### src/rtl/bat_pkg.sv
package bat_pkg;

    typedef enum logic [2:0] {
        CMD_NOP = 3'd0,
        CMD_ACT = 3'd1,
        CMD_RD  = 3'd2,
        CMD_WR  = 3'd3,
        CMD_PRE = 3'd4
    } cmd_e;

    typedef enum logic [2:0] {
        VC_NONE     = 3'd0,
        VC_ROW_OPEN = 3'd1,
        VC_TRC      = 3'd2,
        VC_TRRD     = 3'd3,
        VC_NOT_OPEN = 3'd4,
        VC_TRCD     = 3'd5
    } vcode_e;

    typedef enum logic {
        BK_CLOSED = 1'b0,
        BK_OPEN   = 1'b1
    } bk_state_e;

endpackage

### src/rtl/bat_dncnt.sv
module bat_dncnt #(
    parameter int CNT_W = 6
) (
    input  logic             clk,
    input  logic             rst_n,
    input  logic             ld_i,
    input  logic [CNT_W-1:0] cfg_i,
    output logic             busy_o
);
    logic [CNT_W-1:0] cnt_q;
    logic [CNT_W-1:0] load_val;

    // A window of N cycles ends N cycles after the load edge; 0 behaves as 1.
    always_comb begin
        load_val = (cfg_i == '0) ? '0 : cfg_i - CNT_W'(1);
    end

    always_ff @(posedge clk) begin
        if (!rst_n) begin
            cnt_q <= '0;
        end else if (ld_i) begin
            cnt_q <= load_val;
        end else if (cnt_q != '0) begin
            cnt_q <= cnt_q - CNT_W'(1);
        end
    end

    assign busy_o = (cnt_q != '0);
endmodule

### src/rtl/bat_bank.sv
module bat_bank
    import bat_pkg::*;
#(
    parameter int ROW_W = 13,
    parameter int CNT_W = 6
) (
    input  logic             clk,
    input  logic             rst_n,
    input  logic             act_i,
    input  logic             pre_i,
    input  logic [ROW_W-1:0] row_i,
    input  logic [CNT_W-1:0] cfg_trcd_i,
    input  logic [CNT_W-1:0] cfg_trc_i,
    output logic             is_open_o,
    output logic [ROW_W-1:0] row_o,
    output logic             rcd_busy_o,
    output logic             rc_busy_o
);
    bk_state_e        state_q, state_d;
    logic [ROW_W-1:0] row_q;

    always_ff @(posedge clk) begin
        if (!rst_n) begin
            state_q <= BK_CLOSED;
            row_q   <= '0;
        end else begin
            state_q <= state_d;
            if (act_i) begin
                row_q <= row_i;
            end
        end
    end

    always_comb begin
        state_d = state_q;
        unique case (state_q)
            BK_CLOSED: if (act_i) state_d = BK_OPEN;
            BK_OPEN:   if (pre_i) state_d = BK_CLOSED;
            default:   state_d = BK_CLOSED;
        endcase
    end

    always_comb begin
        is_open_o = 1'b0;
        unique case (state_q)
            BK_CLOSED: is_open_o = 1'b0;
            BK_OPEN:   is_open_o = 1'b1;
            default:   is_open_o = 1'b0;
        endcase
    end

    assign row_o = row_q;

    bat_dncnt #(.CNT_W(CNT_W)) u_rcd (
        .clk    (clk),
        .rst_n  (rst_n),
        .ld_i   (act_i),
        .cfg_i  (cfg_trcd_i),
        .busy_o (rcd_busy_o)
    );

    bat_dncnt #(.CNT_W(CNT_W)) u_rc (
        .clk    (clk),
        .rst_n  (rst_n),
        .ld_i   (act_i),
        .cfg_i  (cfg_trc_i),
        .busy_o (rc_busy_o)
    );
endmodule

### src/rtl/bank_act_tracker.sv
module bank_act_tracker
    import bat_pkg::*;
#(
    parameter int BA_W  = 2,
    parameter int ROW_W = 13,
    parameter int CNT_W = 6,
    localparam int NB   = 1 << BA_W
) (
    input  logic                clk,
    input  logic                rst_n,
    input  logic [2:0]          cmd_i,
    input  logic [BA_W-1:0]     ba_i,
    input  logic [ROW_W-1:0]    row_i,
    input  logic [CNT_W-1:0]    cfg_trcd_i,
    input  logic [CNT_W-1:0]    cfg_trrd_i,
    input  logic [CNT_W-1:0]    cfg_trc_i,
    output logic                legal_o,
    output logic                viol_o,
    output logic [2:0]          viol_code_o,
    output logic [NB-1:0]       bank_open_o,
    output logic [NB*ROW_W-1:0] open_row_o
);
    logic [NB-1:0] rcd_busy, rc_busy, act_vec, pre_vec;
    logic          rrd_busy;
    logic [BA_W-1:0] last_ba_q;
    vcode_e        code;
    logic          act_ok;
    logic          viol_q;
    logic [2:0]    code_q;

    // Rule evaluation with fixed priority per command
    always_comb begin
        code = VC_NONE;
        unique case (cmd_i)
            CMD_ACT: begin
                if (bank_open_o[ba_i])                    code = VC_ROW_OPEN;
                else if (rc_busy[ba_i])                   code = VC_TRC;
                else if (rrd_busy && (ba_i != last_ba_q)) code = VC_TRRD;
            end
            CMD_RD, CMD_WR: begin
                if (!bank_open_o[ba_i])                   code = VC_NOT_OPEN;
                else if (rcd_busy[ba_i])                  code = VC_TRCD;
            end
            default: code = VC_NONE;
        endcase
    end

    assign legal_o = (code == VC_NONE);
    assign act_ok  = (cmd_i == CMD_ACT) && legal_o;

    always_comb begin
        act_vec = '0;
        pre_vec = '0;
        act_vec[ba_i] = act_ok;
        pre_vec[ba_i] = (cmd_i == CMD_PRE);
    end

    for (genvar b = 0; b < NB; b++) begin : g_bank
        bat_bank #(.ROW_W(ROW_W), .CNT_W(CNT_W)) u_bank (
            .clk        (clk),
            .rst_n      (rst_n),
            .act_i      (act_vec[b]),
            .pre_i      (pre_vec[b]),
            .row_i      (row_i),
            .cfg_trcd_i (cfg_trcd_i),
            .cfg_trc_i  (cfg_trc_i),
            .is_open_o  (bank_open_o[b]),
            .row_o      (open_row_o[b*ROW_W +: ROW_W]),
            .rcd_busy_o (rcd_busy[b]),
            .rc_busy_o  (rc_busy[b])
        );
    end

    bat_dncnt #(.CNT_W(CNT_W)) u_rrd (
        .clk    (clk),
        .rst_n  (rst_n),
        .ld_i   (act_ok),
        .cfg_i  (cfg_trrd_i),
        .busy_o (rrd_busy)
    );

    always_ff @(posedge clk) begin
        if (!rst_n) begin
            last_ba_q <= '0;
            viol_q    <= 1'b0;
            code_q    <= 3'd0;
        end else begin
            if (act_ok) begin
                last_ba_q <= ba_i;
            end
            viol_q <= !legal_o;
            code_q <= code;
        end
    end

    assign viol_o      = viol_q;
    assign viol_code_o = code_q;
endmodule

### config.mk
export PLATFORM = sky130hd
export DESIGN_NAME = bank_act_tracker
export DESIGN_NICKNAME = d
export VERILOG_FILES = /design/src/rtl/bat_pkg.sv /design/src/rtl/bat_dncnt.sv /design/src/rtl/bat_bank.sv /design/src/rtl/bank_act_tracker.sv
export SDC_FILE = /design/constraint.sdc
export NUM_CORES = 1
export LEC_CHECK = 0
export ABC_AREA = 1
export BUFFER_PORTS_ARGS = -buffer_cell sky130_fd_sc_hd__buf_4
export CAP_MARGIN = 20
export CELL_PAD_IN_SITES_DETAIL_PLACEMENT = 0
export CELL_PAD_IN_SITES_GLOBAL_PLACEMENT = 1
export CORE_MARGIN = 5
export CORE_UTILIZATION = 44
export CTS_CLUSTER_DIAMETER = 60
export DETAILED_ROUTE_END_ITERATION = 7
export PLACE_DENSITY = 0.82
export SLEW_MARGIN = 20
export SYNTH_ARGS = -nofsm -noshare
export SYNTH_HDL_FRONTEND = slang
export SYNTH_SLANG_ARGS = --single-unit
export TNS_END_PERCENT = 30
### constraint.sdc
create_clock -name clk -period 2.92 [get_ports clk]
set_input_delay 0.584 -clock clk [delete_from_list [all_inputs] [get_ports clk]]
set_output_delay 0.584 -clock clk [all_outputs]
set_load 0.1 [all_outputs]
==> summary.md, run 1 <==
| Metric | Value |
|---|---|
| Status | complete, no violations |
| DIE AREA | 0.0161 mm^2 |
| Synth top area share | 38.5% |
| Unique masters post-synth | 32 |
| Longest Clk Path Bufs | 2 |
| Clk sinks | 116 |
| Post-Syn Area per Cell | 7.06 um^2 |
| Sequential share of power | 29.9% |
| Sequential Area | 0.00232 mm^2 |
| I/O pin total | 99 |
| Nets | 1006 |
| Core Box Area | 0.0133 mm^2 |
| Max VDD drop | 0.000446 V |
| Synth-to-layout area growth | 24.6% |
| Relative slew slack | 63.8% |
| Via count | 5566 |
| Initial antenna violation count | 0 |
| Fill cell count | 1278 |
| Tmin final | 2740 ps |
| # port buffers | 98 |
| All-Layer GR Usage | 20.3% |
| Die Span Y | 127 um |
| Critical Path AT | 2150 ps |
| Grt ovf | 0 |
| Clk Latency, worst-skew pair | 410 ps |
| Clock Tree Root | clkbuf_16 |
| Vias in the first global route | 5459 |
| Origin of the critical flop-to-flop path | g_bank[1].u_bank.u_rcd.cnt_q[0] |
| Htree depth | 4 |
| Post-synthesis sequential area ratio | 38.5% |
| Worst hold path class | input port to flop |
| Internal Pwr Total | 0.00467 W |
| Crit path buffers/inverters | 3 |
| CP Max Fanout | 6 |
| Lkg Pwr | 3.54 nW |
| Top cells by area in the synthesized netlist | dfxtp_1 (39%), nand2_1 (13%), a21oi_1 (6.7%) |
| Layout cells sized above 1 | 19.0% |
| Tcrit/Tclk final | 93.8% |
| Mapped Area | 0.00603 mm^2 |
| Switching Share | 37.1% |
| Cell Area, Placed | 0.00685 mm^2 |
| First-pass GRT wire length | 26.4 mm |
| Antenna Violating Nets Remaining | 0 |
| Post-CTS Hold Buffers | 0 |
| DR pass1 iterations | 5 |
| Inserted Clock Buffers | 17 |
| Switching pwr | 0.00275 W |
| Slowest cell on crit path | dfxtp_1 |
| Family with the most delay on the worst path | simple AND/OR/NAND/NOR gates |
| Mapped Cells | 853 |
| Max-Cap Viols | 0 |
| Clock-pin slew of the registers on the worst-case setup and hold paths | 50 ps |
| Die width | 127 um |
| Final count of pins violating max slew | 0 |
| CTS tree | built |
| Crit path from | g_bank[1].u_bank.u_rcd.cnt_q[0] |
| Syn Nets | 911 |
| Post-DR wirelength/cell | 14.2 um |
| WP data required | 2340 ps |
| Synth area leader | dfxtp_1 |
| Setup Skew | 6.16 ps |
| Site Rows | 42 |
| Largest stage delay on the critical path | 290 ps |
| # diodes | 0 |
| Tightest Pin Transition | 540 ps |
| HP Start | row_i[10] |
| CP Launch Type | flop |
| Finished Cell Area | 0.00751 mm^2 |
| Post-detail-place hpwl | 11.7 mm |
| Crit end category | primary output |
| Clock share of power | 28.9% |
| CP Class | flop to primary output |
| Multi-input logic area | 0.00314 mm^2 |
| DRT Wirelength | 16.1 mm |
| Initial Utilization | 45.1% |
| Via/cell ratio | 4.90 |
| Cells along the critical path | inv_1, ha_1, nand3_1, nor2_1, nor2_1, nand3_1, nand2_1, nand2_4, inv_2, nor2_4, buf_12 |
| DR DRC count | 0 |
| Final setup fails | 0 |
| Gate power share | 41.2% |
| Total power | 0.00742 W |
| Pin count of the biggest net entering global routing | 58 |
| Gpl congestion | 0.900 |
| Peak Freq | 365 MHz |
| Drt initial violations | 268 |
| Seq cells post-synth | 116 |
| Yosys warns | 0 |
| Fin. Hold Viols | 0 |
| PD cells | 989 mW/mm^2 |
[cell type report]
class                   count  share of cell area [%]
clock buffers              23                    6.50
clock inverters             8                    1.65
multi-input cells         609                    41.8
well taps                 176                    2.93
inverters                  92                    4.67
flip-flops and latches    116                    30.9
repair buffers            112                    11.5
[worst register-to-register path, stage by stage, from the launching register on]
cell,delay [ps]
dfxtp_1,290
inv_1,90
ha_1,200
nand3_1,230
nor2_1,170
nor2_1,60
nand3_1,110
nand2_1,90
nor2_4,170
nand4_4,230
inv_2,390
o21ai_1,200
nor2_1,160
[power by group through the flow]
stage	Sequential (W)	Combinational, W	Clock [W]
floorplan	0.00228	0.00236	0
global placement	0.00223	0.00293	0
detailed placement	0.00224	0.00298	0
CTS	0.00221	0.00301	0.00218
global route	0.00227	0.00350	0.00226
finish	0.00222	0.00306	0.00215
[stage by stage]
step,setup slack [ps],cells,hold WS [ps],util [%],setup TNS (ps)
after floorplan,431,853,468,-,0
after global routing,-14.1,1136,447,56.2,-14.1
final,182,1136,454,56.2,0
after CTS,5.50,1134,441,55.9,0
after global placement,313,1103,454,51.3,0
after detailed placement,242,1103,457,51.3,0
[worst paths after layout]
path / end / slack (ps) / cells past startpoint
max: legal_o / 180 / 11
min: g_bank[2].u_bank.row_o[10] / 450 / 3
max reg2reg: g_bank[0].u_bank.u_rc.cnt_q[4] / 460 / 12
min reg2reg: g_bank[1].u_bank.row_o[8] / 470 / 2
[flip-flops by register name, indices dropped and copies added (netlist names)]
signal / flops
u_rrd.cnt_q: 6
last_ba_q: 2
g_bank.u_bank.state_q: 4
g_bank.u_bank.row_o: 52
g_bank.u_bank.u_rcd.cnt_q: 24
viol_o: 1
g_bank.u_bank.u_rc.cnt_q: 24
viol_code_o: 3
[routing by layer]
layer / share of wire, % / global-route usage [%]
met3: 7.6 / 7.68
met4: 1.3 / 6.12
met5: 0 / 0
met1: 45 / 25.1
met2: 47 / 33.2
[synthesized netlist by cell type, drive strengths merged]
library cell	number
or2	8
nand2	213
xor2	23
nand3b	2
ha	20
nor2	106
nand4	17
dfxtp	116
clkbuf	10
o21a	2
nor3	10
buf	26
mux2i	1
xnor2	22
nand3	40
o21ai	62
inv	92
a21oi	83
[logic make-up (layout without fill, tap and decap cells)]
logic type	after synthesis	in the layout	share of synthesized area, %
compound gates	147	147	12.4
xor+xnor	45	45	6.54
fa+ha+maj	20	20	4.15
buf+inv	128	235	9.74
mux	1	1	0.166
simple gates	396	396	28.4
flops	116	116	38.5
[cells in the final DEF, fill, tap and decap left out, types with 2 or more instances in the layout]
master,instances
clkinvlp_4,2
nor2_2,3
a21oi_2,2
bufinv_16,3
nor2_1,99
inv_1,84
or2_2,8
o21a_1,2
a21oi_1,81
xor2_1,23
o21ai_0,59
nand3_2,3
buf_4,110
clkbuf_1,2
nand2_1,203
nor3_1,9
inv_2,7
buf_12,2
nor2_4,4
dfxtp_1,116
nand2_2,9
ha_1,20
nand3_1,37
xnor2_1,22
nand3b_1,2
nand4_1,15
clkbuf_8,4
clkbuf_16,17
clkinv_2,2
o21ai_1,3
[repair_timing]
action	4_1_cts	5_1_grt
pin swaps	0	1
cloned	0	0
gates resized for setup	1	8
setup endpoints to repair	1	3
setup buffers	0	2
Power figures use the tool's default switching activity.
==> run 2: changes to the inputs <==
--- a/config.mk
+++ b/config.mk
@@ -11,12 +11,13 @@
 export CELL_PAD_IN_SITES_DETAIL_PLACEMENT = 0
 export CELL_PAD_IN_SITES_GLOBAL_PLACEMENT = 1
 export CORE_MARGIN = 5
-export CORE_UTILIZATION = 44
+export CORE_UTILIZATION = 45
 export CTS_CLUSTER_DIAMETER = 60
 export DETAILED_ROUTE_END_ITERATION = 7
-export PLACE_DENSITY = 0.82
+export PLACE_DENSITY = 0.83
 export SLEW_MARGIN = 20
 export SYNTH_ARGS = -nofsm -noshare
 export SYNTH_HDL_FRONTEND = slang
+export SYNTH_HIERARCHICAL = 1
 export SYNTH_SLANG_ARGS = --single-unit
 export TNS_END_PERCENT = 30
==> summary.md, run 2 <==
| Metric | Value |
|---|---|
| Commonest non-fill, non-tap cell in the layout | nand2_1 |
| Htree depth | 4 (unchanged) |
| Mapped Cells | 1107 (+30%) |
| Final core occ | 55.9% (-0.34 points) |
| Worst hold path class | flop to flop |
| Setup TNS | 0 ps (unchanged) |
| Tightest Pin Transition | 670 ps (+130 ps) |
| Unique masters post-synth | 24 (-25%) |
| Clock-pin slew of the registers on the worst-case setup and hold paths | 60 ps (about the same) |
| Synth top area share | 31.6% (-6.9 points) |
| Antenna Violating Nets Remaining | 0 (unchanged) |
| Max VDD drop | 0.000514 V (+15%) |
| Peak Freq | 359 MHz (-1.7%) |
| Post-CTS Hold Buffers | 0 (unchanged) |
| Clk Latency, worst-skew pair | 410 ps (about the same) |
| Sequential Area | 0.00232 mm^2 (unchanged) |
| Mapped Area | 0.00735 mm^2 (+22%) |
| Nets | 1298 (+29%) |
| Fill cell count | 1619 (+27%) |
| Longest Clk Path Bufs | 2 (unchanged) |
| Critical Path Sink | legal_o |
| Total power | 0.00748 W (+0.70%) |
| Gpl congestion | 0.806 (-10%) |
| Die width | 138 um (+8.5%) |
| DRT Wirelength | 17.9 mm (+11%) |
| RSZ-0062 raised after global routing | true |
| CTS tree | built |
| Synth-to-layout area growth | 21.2% |
| Post-synth EDFFs | 0 (unchanged) |
| DR pass1 iterations | 4 (-1) |
| Post-synthesis sequential area ratio | 31.6% (-6.9 points) |
| Top cells by area in the synthesized netlist | dfxtp_1 (32%), nand2_1 (14%), nor2_1 (11%) |
| Layout cells sized above 1 | 21.8% (+2.8 points) |
| # port buffers | 98 (unchanged) |
| Multi-input logic area | 0.00429 mm^2 (+37%) |
| Origin of the critical flop-to-flop path | g_bank[0].u_bank/u_rc/cnt_q[1] |
| Critical Path AT | 2200 ps (+50 ps) |
| HP Start | g_bank[1].u_bank/row_o[10] |
| Tcrit/Tclk final | 95.4% (+1.6 points) |
| Yosys warns | 6 (+6) |
| Clock Tree Root | clkbuf_16 |
| Relative slew slack | 55.3% (-8.4 points) |
| WP data required | 2340 ps (about the same) |
| Seq cells post-synth | 116 (unchanged) |
| Clk sinks | 116 (unchanged) |
| Syn Nets | 1181 (+30%) |
| Via/cell ratio | 4.75 (-3.1%) |
| Inserted Clock Buffers | 17 (unchanged) |
| Final count of pins violating max slew | 0 (unchanged) |
| Synth top cells by count | nand2_1 (266), nor2_1 (223), inv_1 (143) |
| # diodes | 0 (unchanged) |
| Most frequent cells in the layout | nand2_1 (266), nor2_1 (220), inv_1 (137), dfxtp_1 (116), buf_4 (114) |
| Asr flop ratio synth | 0% (unchanged) |
| Synth area leader | dfxtp_1 |
| I/O pin total | 99 (unchanged) |
| First-pass GRT wire length | 29.4 mm (+11%) |
| Tmin final | 2790 ps (+47.3 ps) |
| PD cells | 839 mW/mm^2 (-15%) |
| Max-Cap Viols | 0 (unchanged) |
| Met3 wire len | 730 um (-40%) |
| Post-Syn Area per Cell | 6.64 um^2 (-6.0%) |
| RR Endpoint | g_bank[0].u_bank/row_o[0] |
| Post-detail-place hpwl | 13.3 mm (+14%) |
| All-Layer GR Usage | 19.2% (-1.1 points) |
| Final setup fails | 0 (unchanged) |
| Crit path from | g_bank[0].u_bank/u_rc/cnt_q[1] |
| Drt initial violations | 290 (+8.2%) |
| CP Max Fanout | 4 (-2) |
| DR DRC count | 0 (unchanged) |
| Site Rows | 46 (+9.5%) |
| Status | complete, no violations |
| Post-DR wirelength/cell | 12.3 um (-13%) |
| Pin count of the biggest net entering global routing | 64 (+10%) |
| Max reg flops | 52 (unchanged) |
| Initial antenna violation count | 0 (unchanged) |
| Via count | 6892 (+24%) |
| Lkg Pwr | 4.32 nW (+22%) |
| Vias in the first global route | 6315 (+16%) |
| Core Box Area | 0.0159 mm^2 (+19%) |
| Initial Utilization | 46.1% (+0.96 points) |
| Setup Skew | 8.21 ps (+2.05 ps) |
| Grt ovf | 0 (unchanged) |
| DIE AREA | 0.0190 mm^2 (+18%) |
| DRT met1 WL | 8.95 mm (+24%) |
| Uppermost layer routed | met4 |
| Internal reg-to-reg setup slack | 270 ps (-190 ps) |
| Die Span Y | 138 um (+8.5%) |
| FF-to-FF path depth | 16 (+4) |
| Count leader, synth | nand2_1 |
| Crit end category | primary output |
| Met2 WL | 8.06 mm (+7.2%) |
| Top FF cell, synth | dfxtp_1 |
| CP Class | flop to primary output |
| CP Launch Type | flop |
| Fin. Hold Viols | 0 (unchanged) |
[run 2: cell count changes after synthesis, moves of 16 or more]
| cell | change |
|---|---|
| nand3_2 | +26 |
| o21ai_0 | -32 |
| a21oi_1 | -42 |
| ha_1 | +16 |
| nor2_2 | +18 |
| inv_1 | +57 |
| nand3_1 | +22 |
| a21oi_2 | +17 |
| nand2_1 | +63 |
| nor2_1 | +122 |
[run 2: routing by layer]
layer,up-vias,track usage (%)
met2,112,31.5
met3,15,3.03
met4,0,6.20
met5,-,0
li1,3694,-
met1,3071,26.0
[run 2: metrics by stage]
stage                     area (um^2)  worst slack (ps)  hold WS, ps  cells
after floorplan                  7350              97.5          459   1107
after global placement           8320               183          458   1420
after detailed placement         8320               183          463   1420
after CTS                        8860              18.3          471   1451
after global routing             8910             -22.3          492   1452
final                            8910               135          468   1452
[run 2: layout make-up]
cell class | instances | share of cell area, %
well taps | 216 | 3.03
clock inverters | 13 | 1.15
repair buffers | 116 | 10.1
inverters | 157 | 6.61
clock buffers | 18 | 4.93
multi-input cells | 816 | 48.2
flip-flops and latches | 116 | 26.1
[run 2: how the worst min path moves through the flow]
stage / endpoint / slack (ps) / cells after the start
after floorplan: last_ba_q[0] / 460 / 2
after global placement: g_bank[1].u_bank/row_o[0] / 460 / 2
after detailed placement: g_bank[3].u_bank/row_o[1] / 460 / 2
after CTS: g_bank[3].u_bank/row_o[1] / 470 / 2
after global routing: g_bank[1].u_bank/row_o[10] / 490 / 2
final: g_bank[1].u_bank/row_o[10] / 470 / 2
[run 2: where the power goes]
group | switching (W) | internal [W] | total (W) | leakage (nW)
logic | 0.00202 | 0.00128 | 0.00331 | 3.12
clock network | 0.000783 | 0.00111 | 0.00189 | 0.248
registers | 0.000324 | 0.00195 | 0.00228 | 0.949
total | 0.00313 | 0.00435 | 0.00748 | 4.32
[run 2: critical path, cell delays in order (launching register included)]
cell     delay [ps]
dfxtp_1         330
inv_1           110
ha_2            210
nand3_2         150
nand2_1         110
nand2_1          80
nor2_4          120
nand2_1          60
nand2_1          90
nand2_2          60
inv_2            90
nand2_1         100
inv_1           100
buf_12          180
[run 2: cells by family (layout without fill, tap and decap cells)]
group                    after synthesis  after routing  share of synthesized area, %
AND/OR/NAND/NOR                      659            659                          40.8
buffers and inverters                175            304                          10.6
flip-flops                           116            116                          31.6
AO/OA/AOI/OAI                         94             94                          7.68
adder cells (fa/ha/maj)               36             36                          6.13
XOR/XNOR                              27             27                          3.22
[run 2: timing repair]
item | CTS | global route
setup buffers | 0 | 1
setup endpoints to repair | 0 | 37
resized for setup | 0 | 15
==> run 3: changes to the inputs <==
--- a/config.mk
+++ b/config.mk
@@ -11,10 +11,10 @@
 export CELL_PAD_IN_SITES_DETAIL_PLACEMENT = 0
 export CELL_PAD_IN_SITES_GLOBAL_PLACEMENT = 1
 export CORE_MARGIN = 5
-export CORE_UTILIZATION = 45
+export CORE_UTILIZATION = 37
 export CTS_CLUSTER_DIAMETER = 60
 export DETAILED_ROUTE_END_ITERATION = 7
-export PLACE_DENSITY = 0.83
+export PLACE_DENSITY = 0.72
 export SLEW_MARGIN = 20
 export SYNTH_ARGS = -nofsm -noshare
 export SYNTH_HDL_FRONTEND = slang
==> constraint.sdc (replaced) <==
create_clock -name clk -period 2.5 [get_ports clk]
set_input_delay 0.5 -clock clk [delete_from_list [all_inputs] [get_ports clk]]
set_output_delay 0.5 -clock clk [all_outputs]
set_load 0.1 [all_outputs]
==> summary.md, run 3 (synthesis results as in run 2) <==
| Metric | Value |
|---|---|
| Status | complete, no violations |
| Tmin final | 2470 ps |
| DR pass1 iterations | 4 (unchanged) |
| Met3 usage | 2.87% (-0.16 points) |
| Max reg flops | 52 (unchanged) |
| Post-detail-place hpwl | 14.1 mm (+6.4%) |
| GR peak layer | met2 |
| DIE AREA | 0.0228 mm^2 (+20%) |
| RSZ-0062 raised after global routing | true |
| First-pass GRT wire length | 31.3 mm (+6.4%) |
| Post-CTS Hold Buffers | 0 (unchanged) |
| Synth-to-layout area growth | 30.4% |
| PD cells | 1010 mW/mm^2 (+20%) |
| Relative slew slack | 64.9% (+9.6 points) |
| Die width | 151 um (+9.5%) |
| Lkg Pwr | 4.59 nW (+6.4%) |
| WP data required | 2000 ps (-340 ps) |
| Tcrit/Tclk final | 98.9% |
| Total power | 0.00966 W (+29%) |
| Max VDD drop | 0.000675 V (+31%) |
| Fin. Hold Viols | 0 (unchanged) |
| Via/cell ratio | 4.53 (-4.7%) |
| GR Util met1 | 21.7% (-4.2 points) |
| Max-Cap Viols | 0 (unchanged) |
| CTS tree | built |
| Vias in the first global route | 6612 (+4.7%) |
| Die Span Y | 151 um (+9.5%) |
| Final count of pins violating max slew | 0 (unchanged) |
| CP Class | flop to primary output |
| DRT Wirelength | 18.8 mm (+5.1%) |
| Most frequent cells in the layout | nand2_1 (260), nor2_1 (213), buf_4 (159), inv_1 (126), dfxtp_1 (107) |
| Clk sinks | 116 (unchanged) |
| Drt initial violations | 227 (-22%) |
| Tightest Pin Transition | 526 ps (-143 ps) |
| CP Max Fanout | 3 (-1) |
| # port buffers | 98 (unchanged) |
| Setup Skew | 12.7 ps (+4.51 ps) |
| # diodes | 0 (unchanged) |
| Hold depth | 4 (+2) |
| Htree depth | 4 (unchanged) |
| Nets | 1346 (+3.7%) |
| Gpl congestion | 0.816 (+1.2%) |
| Clock Tree Root | clkbuf_16 |
| DR DRC count | 0 (unchanged) |
| I/O pin total | 99 (unchanged) |
| Longest Clk Path Bufs | 2 (unchanged) |
| Initial Utilization | 37.6% (-8.5 points) |
| Inserted Clock Buffers | 17 (unchanged) |
| Crit end category | primary output |
| Post-DR wirelength/cell | 12.1 um (-1.5%) |
| All-Layer GR Usage | 16.8% (-2.4 points) |
| Clk Latency, worst-skew pair | 410 ps (about the same) |
| Peak Freq | 404 MHz |
| Commonest non-fill, non-tap cell in the layout | nand2_1 |
| Initial antenna violation count | 0 (unchanged) |
| Antenna Violating Nets Remaining | 0 (unchanged) |
| Clock-pin slew of the registers on the worst-case setup and hold paths | 60 ps (about the same) |
| Critical Path AT | 1970 ps (-230 ps) |
| FF-to-FF path depth | 15 (-1) |
| CP Launch Type | flop |
| Site Rows | 51 (+11%) |
| Grt ovf | 0 (unchanged) |
| Setup slack after layout | 26.3 ps (-109 ps) |
| Layout cells sized above 1 | 28.2% (+6.4 points) |
| Pin count of the biggest net entering global routing | 46 (-28%) |
| Final setup fails | 0 (unchanged) |
| Via count | 7015 (+1.8%) |
| Core Box Area | 0.0195 mm^2 (+22%) |
| Met2 global-route usage | 28.6% (-2.9 points) |
| Worst hold path class | input port to flop |
| DP Worst Slack | -70.0 ps (-253 ps) |
## run 3: cell types whose count changed in the layout (fill, tap and decap cells not counted), sizes merged
cell      delta
bufinv       +1
buf         +48
inv          -2
clkinvlp     -4
clkinv       +6
## run 3: cell type report
| type | instances | area, um^2 |
|---|---|---|
| Sequential cell | 116 | 2330 |
| Timing Repair Buffer | 164 | 1280 |
| Clock buffer | 18 | 439 |
| Tap cell | 265 | 332 |
| Clock inverter | 14 | 130 |
| Fill cell | 2037 | 9940 |
| Multi-Input combinational cell | 816 | 4490 |
| Inverter | 157 | 592 |
## run 3: path summary, 6_finish.rpt
check	from	endpoint	slack (ps)
worst max-delay path	g_bank[1].u_bank/u_rc/cnt_q[1]	legal_o	30
worst min-delay path	cfg_trrd_i[4]	u_rrd/cnt_q[4]	400
worst max register to register	g_bank[1].u_bank/u_rc/cnt_q[1]	g_bank[0].u_bank/u_rcd/cnt_q[4]	130
worst min register to register	g_bank[1].u_bank/row_o[9]	g_bank[1].u_bank/row_o[9]	470
## run 3: repair_timing
item	CTS	global route
pin swaps	8	7
setup endpoints to repair	25	76
resized for setup	60	12
buffers inserted	7	3
endpoints found under the hold margin	0	0
## run 3: metal layers
metal  up-vias  share of wire, %
li1       3782                 -
met1      3109                49
met2       106                46
met3        18               3.8
met4         0               1.3
met5         -                 0
## run 3: critical path, cell delays in order (launching register included)
cell	delay, ps
dfxtp_2	330
inv_2	60
ha_4	150
nand3_2	70
nand3_1	70
nand2_1	110
nor2_4	50
buf_6	110
nand2_2	60
nand2_2	60
a21oi_4	180
nand2_4	90
inv_4	60
buf_12	160
## run 3: power breakdown
group          total [W]  leakage, nW  internal [W]  switching [W]
Combinational    0.00465         3.37       0.00203        0.00262
Sequential       0.00270        0.952       0.00229       0.000409
Clock            0.00231        0.277       0.00140       0.000914
Total            0.00966         4.59       0.00572        0.00394
## run 3: per-stage QoR
step           std cells  TNS, ps  hold slack (ps)  cell area (um^2)  util (%)
2_1_floorplan       1107        0              459              7360         -
3_3_place_gp        1508     -456              461              8680      44.5
3_5_place_dp        1508     -766              462              8680      44.5
4_1_cts             1547        0              376              9520      48.7
5_1_grt             1550    -1060              410              9590      49.1
6_report            1550        0              396              9590      49.1
